==> src/rtl/evtcnt_pkg.sv <==
package evtcnt_pkg;

  // Select register field layout
  localparam int SEL_IDX_W    = 4;
  localparam int SEL_MODE_BIT = 4;
  localparam int SEL_EN_BIT   = 5;
  localparam int SEL_W        = 6;

  typedef enum logic {
    CNT_OCCUR    = 1'b0,
    CNT_DURATION = 1'b1
  } cnt_mode_e;

  typedef struct packed {
    logic                 enable;
    cnt_mode_e            mode;
    logic [SEL_IDX_W-1:0] idx;
  } evsel_t;

  // Increment modulo 2**w (w <= 64)
  function automatic logic [63:0] wrap_inc(input logic [63:0] v, input int unsigned w);
    logic [63:0] mask;
    mask = (w >= 64) ? {64{1'b1}} : ((64'd1 << w) - 64'd1);
    return (v + 64'd1) & mask;
  endfunction

  // Upper half of a 64-bit value
  function automatic logic [31:0] upper_word(input logic [63:0] v);
    return v[63:32];
  endfunction

  // Lower half of a 64-bit value
  function automatic logic [31:0] lower_word(input logic [63:0] v);
    return v[31:0];
  endfunction

endpackage

==> src/rtl/evtcnt_edge.sv <==
module evtcnt_edge #(
  parameter int NUM_EVT = 8
) (
  input  logic               clk,
  input  logic               rst_n,
  input  logic [NUM_EVT-1:0] evt_in,
  output logic [NUM_EVT-1:0] evt_rise
);

  logic [NUM_EVT-1:0] evt_q;

  always_ff @(posedge clk or negedge rst_n) begin
    if (!rst_n) evt_q <= '0;
    else        evt_q <= evt_in;
  end

  assign evt_rise = evt_in & ~evt_q;

endmodule

==> src/rtl/evtcnt_tstamp.sv <==
module evtcnt_tstamp #(
  parameter int TS_W = 64
) (
  input  logic            clk,
  input  logic            rst_n,
  output logic [TS_W-1:0] ts
);
  import evtcnt_pkg::*;

  always_ff @(posedge clk or negedge rst_n) begin
    if (!rst_n) ts <= '0;
    else        ts <= TS_W'(wrap_inc(64'(ts), TS_W));
  end

endmodule

==> src/rtl/evtcnt_slice.sv <==
module evtcnt_slice #(
  parameter int CTR_W   = 40,
  parameter int NUM_EVT = 8,
  parameter int DATA_W  = 64
) (
  input  logic                  clk,
  input  logic                  rst_n,
  input  logic                  sel_wr,
  input  logic                  ctr_wr,
  input  logic [DATA_W-1:0]     wdata,
  input  logic [NUM_EVT-1:0]    evt_now,
  input  logic [NUM_EVT-1:0]    evt_rise,
  output logic [CTR_W-1:0]      cnt,
  output evtcnt_pkg::evsel_t    sel_q,
  output logic                  tick
);
  import evtcnt_pkg::*;

  logic pick_lvl;
  logic pick_rise;

  // Event selection; indices beyond the bus select nothing
  always_comb begin
    pick_lvl  = 1'b0;
    pick_rise = 1'b0;
    for (int e = 0; e < NUM_EVT; e++) begin
      if (sel_q.idx == SEL_IDX_W'(e)) begin
        pick_lvl  = evt_now[e];
        pick_rise = evt_rise[e];
      end
    end
  end

  assign tick = sel_q.enable & ((sel_q.mode == CNT_DURATION) ? pick_lvl : pick_rise);

  always_ff @(posedge clk or negedge rst_n) begin
    if (!rst_n)      sel_q <= '0;
    else if (sel_wr) sel_q <= evsel_t'(wdata[SEL_W-1:0]);
  end

  always_ff @(posedge clk or negedge rst_n) begin
    if (!rst_n)      cnt <= '0;
    else if (ctr_wr) cnt <= wdata[CTR_W-1:0];
    else if (tick)   cnt <= CTR_W'(wrap_inc(64'(cnt), CTR_W));
  end

endmodule

==> src/rtl/evtcnt_unit.sv <==
module evtcnt_unit #(
  parameter int NUM_CTR = 2,
  parameter int CTR_W   = 40,
  parameter int TS_W    = 64,
  parameter int NUM_EVT = 8,
  parameter int WORD_W  = 32,
  localparam int CIDX_W = (NUM_CTR > 1) ? $clog2(NUM_CTR) : 1,
  localparam int WA_W   = CIDX_W + 1,
  localparam int RA_W   = $clog2(NUM_CTR + 2),
  localparam int DATA_W = 2 * WORD_W
) (
  input  logic               clk,
  input  logic               rst_n,
  input  logic [NUM_EVT-1:0] evt_bus,
  input  logic               wr_en,
  input  logic [WA_W-1:0]    wr_addr,
  input  logic [DATA_W-1:0]  wr_data,
  input  logic [RA_W-1:0]    rd_addr,
  output logic [WORD_W-1:0]  rd_hi,
  output logic [WORD_W-1:0]  rd_lo
);
  import evtcnt_pkg::*;

  // Named internal events for the checker
  logic [NUM_EVT-1:0]            evt_rise;
  logic [NUM_CTR-1:0]            ctr_tick;
  logic [NUM_CTR-1:0]            ctr_wr_hit;
  logic [NUM_CTR-1:0]            sel_wr_hit;
  logic [NUM_CTR-1:0][CTR_W-1:0] cnt_all;
  logic [NUM_CTR-1:0][SEL_W-1:0] sel_all;
  logic [TS_W-1:0]               ts_val;

  evtcnt_edge #(.NUM_EVT(NUM_EVT)) u_edge (
    .clk(clk), .rst_n(rst_n), .evt_in(evt_bus), .evt_rise(evt_rise)
  );

  evtcnt_tstamp #(.TS_W(TS_W)) u_ts (
    .clk(clk), .rst_n(rst_n), .ts(ts_val)
  );

  for (genvar i = 0; i < NUM_CTR; i++) begin : g_ctr
    evsel_t sel_i;

    assign ctr_wr_hit[i] = wr_en &  wr_addr[WA_W-1] & (wr_addr[CIDX_W-1:0] == CIDX_W'(i));
    assign sel_wr_hit[i] = wr_en & ~wr_addr[WA_W-1] & (wr_addr[CIDX_W-1:0] == CIDX_W'(i));
    assign sel_all[i]    = sel_i;

    evtcnt_slice #(.CTR_W(CTR_W), .NUM_EVT(NUM_EVT), .DATA_W(DATA_W)) u_slice (
      .clk      (clk),
      .rst_n    (rst_n),
      .sel_wr   (sel_wr_hit[i]),
      .ctr_wr   (ctr_wr_hit[i]),
      .wdata    (wr_data),
      .evt_now  (evt_bus),
      .evt_rise (evt_rise),
      .cnt      (cnt_all[i]),
      .sel_q    (sel_i),
      .tick     (ctr_tick[i])
    );
  end

  // Read mux: counters zero-extended, then timestamp, else zero
  always_comb begin
    logic [63:0] wide;
    wide = '0;
    if (rd_addr == RA_W'(NUM_CTR)) wide = 64'(ts_val);
    for (int i = 0; i < NUM_CTR; i++) begin
      if (rd_addr == RA_W'(i)) wide = 64'(cnt_all[i]);
    end
    rd_hi = WORD_W'(upper_word(wide));
    rd_lo = WORD_W'(lower_word(wide));
  end

endmodule

==> config.mk <==
export PLATFORM = sky130hd
export DESIGN_NAME = evtcnt_unit
export DESIGN_NICKNAME = d
export VERILOG_FILES = /design/src/rtl/evtcnt_pkg.sv /design/src/rtl/evtcnt_edge.sv /design/src/rtl/evtcnt_tstamp.sv /design/src/rtl/evtcnt_slice.sv /design/src/rtl/evtcnt_unit.sv
export SDC_FILE = /design/constraint.sdc
export NUM_CORES = 1
export LEC_CHECK = 0
export BUFFER_PORTS_ARGS = -buffer_cell sky130_fd_sc_hd__buf_2
export CAP_MARGIN = 20
export CORE_MARGIN = 8
export CORE_UTILIZATION = 40
export CTS_BUF_LIST = sky130_fd_sc_hd__clkbuf_16
export CTS_CLUSTER_DIAMETER = 60
export DETAILED_ROUTE_END_ITERATION = 6
export MAX_ROUTING_LAYER = met4
export PLACE_DENSITY = 0.62
export SLEW_MARGIN = 20
export SYNTH_ARGS = -nofsm -noshare
export SYNTH_HDL_FRONTEND = slang
export SYNTH_SLANG_ARGS = --single-unit
==> constraint.sdc <==
create_clock -name clk -period 2.15 [get_ports clk]
set_input_delay 0.645 -clock clk [delete_from_list [all_inputs] [get_ports clk]]
set_output_delay 0.645 -clock clk [all_outputs]
set_load 0.01 [all_outputs]
==> run metrics <==
die height=about 170 µm; DRT iter0 DRCs=737; Reg clk slew, reported paths=about 0.07 ns; Clk Latency, worst-skew pair=0.44 ns; post-synthesis sequential area ratio=a little over two fifths; WL per Instance=between 15 and 20 µm; number of max-cap violations=0; Mean Syn Cell Area=9.07 µm²; CP startpoint=g_ctr[0].u_slice.sel_q[0]$_DFFE_PN0P_; Worst VDD drop=0.549 mV; clock root buffer master=clkbuf_16; reg2reg start=g_ctr[0].u_slice.sel_q[0]$_DFFE_PN0P_; Synth top area share=a little over two fifths; Fmax=approximately 430 MHz; TritonCTS Buffers=17; Tmin final=2.33 ns; Antenna Nets Post-Route=0; hold crit path type=in -> async; drt total wl=33.5 mm; NumNets Final=roughly 1400; Core Box Area=about 0.024 mm²; largest net degree at the start of global routing=68; CTS Buffer Depth=2; Die W=171 µm; final period utilization=109%; fraction of layout cells with a size suffix above 1=roughly two fifths; Sw Share=about a third; Worst Skew=0.0120 ns; Int Power=0.00648 W; Clk network pwr share=a little under a third; Worst Path Required=2.50 ns; Slew Limit Fails=0; HPWL Detailed=between 20 and 25 mm; Top FF cell, synth=dfrtp_1; P&R area growth vs syn=49.5%; Ports=between 100 and 150; GPL Wtd Cong=~0.91; CP Launch Type=flip-flop; initial antenna violation count=0; ys async rst share=100%; Synth warnings=0; worst reg-to-reg path cell count=9; Post-Synthesis Cells=~1100; Reg2Reg Capture Point=g_ctr[0].u_slice.cnt[38]$_DFFE_PN0P_; Final Setup Violations=roughly 110; pre-CTS WS=-0.446 ns; Final Hold Fails=0; number of synthesized flops with an enable pin=0; # diodes=0; ranking of synthesized cells by area=dfrtp_1, o21ai_0, nand2_1; Std-Cell Rows=57; Syn Nets=between 1000 and 1500; # DRC=0; worst-path maximum fanout=8; RSZ-0062 raised after global routing=yes; Worst Setup EP=g_ctr[0].u_slice.cnt[38]$_DFFE_PN0P_; Tot Pwr=approximately 0.01 W; combinational power share=a little under a third; Worst Path Arrival=between 2 and 3 ns; WS Path Type=reg -> reg; Post-Syn Area=slightly below 0.01 mm²; slew margin rel.=approximately two thirds; worst slew pin tran=between 0.5 and 0.6 ns; Layout fillers=between 1500 and 2000; leakage=around 6.2 nW; GRT Total Usage=between 20% and 30%; hold_ws=between 0.1 and 0.15 ns; first-pass iteration count of the detailed router=7; via/cell ratio=about 5.7; Psw=around 0.0035 W; vias in the first global route=slightly above 9000; CTS tree=done; status=finished with violations; top-count cell post-synth=dfrtp_1; failing checks=negative setup slack; Reg2Reg Setup Slack=-0.18 ns; critical path capture point type=flip-flop; Pwr per Cell Area=696 mW/mm²; gr ovfl total=0; htree depth=4; # clock sinks=~160; area of the die=0.0293 mm²; routed via count=approximately 9700; Synth cell types=slightly above 50; Reg area=~0.0041 mm²; first-pass GRT wire length=about 50 mm; #FFs+latches synth=approximately 160; Initial Util=between 40% and 50%; commonest cells in the netlist=dfrtp_1, nand2_1, o21ai_0; sequential share of power=a little under two fifths; cts hold-fix bufs=0; Final WS setup=-0.183 ns; I/O Buffers=118; post-synth top area cell=dfrtp_1; multi-input logic area=0.00637 mm²
## power groups by stage
stage,combinational (W),sequential (W),clock (W)
2_1_floorplan,0.00112,0.00380,0
3_3_place_gp,0.00219,0.00384,0
3_5_place_dp,0.00223,0.00385,0
4_1_cts,0.00261,0.00379,0.00310
5_1_grt,0.00331,0.00390,0.00323
6_report,0.00310,0.00385,0.00307
## how the worst min path moves through the flow
stage                                                end                   from  cells past startpoint  slack, ns
finish              g_ctr[1].u_slice.cnt[22]$_DFFE_PN0P_                  rst_n                      1       0.13
global route        g_ctr[1].u_slice.cnt[22]$_DFFE_PN0P_                  rst_n                      1       0.14
CTS                 g_ctr[0].u_slice.cnt[23]$_DFFE_PN0P_                  rst_n                      1       0.13
detailed placement                 u_ts.ts[63]$_DFF_PN0_  u_ts.ts[63]$_DFF_PN0_                      1       0.45
global placement                   u_ts.ts[63]$_DFF_PN0_  u_ts.ts[63]$_DFF_PN0_                      1       0.45
floorplan            g_ctr[0].u_slice.cnt[0]$_DFFE_PN0P_                  rst_n                      0       0.35
## layout make-up
class	instances	area share, %
Multi-Input combinational cell	827	44.2
Sequential cell	164	28.5
Timing Repair Buffer	319	19.7
Clock buffer	17	2.95
Tap cell	324	2.81
Clock inverter	15	1.16
Inverter	23	0.599
## state kept, by name, indices dropped and copies added, names as in the netlist
register / flops
g_ctr.u_slice.cnt: 80
u_ts.ts: 64
u_edge.evt_q: 8
g_ctr.u_slice.sel_q: 12
## worst max-delay path: stages, from the launching register on
cell,delay [ns]
dfrtp_2,0.49
nor2_1,0.26
o21ai_0,0.22
a31oi_4,0.20
buf_12,0.15
buf_6,0.10
o2111ai_4,0.14
buf_6,0.17
or3_4,0.34
a31oi_4,0.17
## cells in the final DEF, fill, tap and decap left out, types with 9 or more instances in the layout
master,count
and2_1,14
buf_4,130
nand2_2,9
buf_12,24
buf_2,90
clkbuf_16,21
mux2i_1,26
xor2_1,40
o21ai_1,35
mux2_2,9
or3_1,38
and3_1,25
and2_4,17
o21ai_2,26
o211ai_1,12
nor3_1,9
or4_1,12
a31oi_1,47
inv_1,22
and4_1,13
o2111ai_4,12
nand2_4,23
o21ai_4,9
nand2_1,83
nand3_1,51
xnor2_1,44
dfrtp_1,160
buf_6,67
nor2_1,81
o21ai_0,31
nand4_1,35
## per-stage QoR
step / util (%) / TNS (ns) / instance area (µm²) / cells
after floorplan: - / -7.94 / 9700 / 1063
after global placement: 48.9 / -25.93 / 11700 / 1599
after detailed placement: 48.9 / -29.50 / 11700 / 1599
after CTS: 54.9 / -3.22 / 13200 / 1667
after global routing: 60.1 / -14.63 / 14400 / 1689
final: 60.1 / -6.74 / 14400 / 1689
## cells by family after synthesis
| group | synth area share [%] |
|---|---|
| DFF | 42.6 |
| buffers and inverters | 3.02 |
| adders and majority gates | 0.389 |
| xor gates and xnor gates | 7.90 |
| AOI/OAI and AO/OA | 15.0 |
| muxes | 5.88 |
| and+or+nand+nor | 25.2 |
## metal layers
layer  GRT usage, %  wire length [µm]
met5              -                 0
met4           7.30               930
met3           4.59              2050
met2           34.8             15800
met1           29.0             14700
## what timing repair did
item                                    in CTS  in global routing
endpoints found under the setup margin     141                142
gates cloned                                 9                  7
gates resized for setup                    150                250
endpoints found under the hold margin        0                  0
pin swaps                                   50                 80
buffers inserted                            29                 25
(Power assumes the default switching activity.)
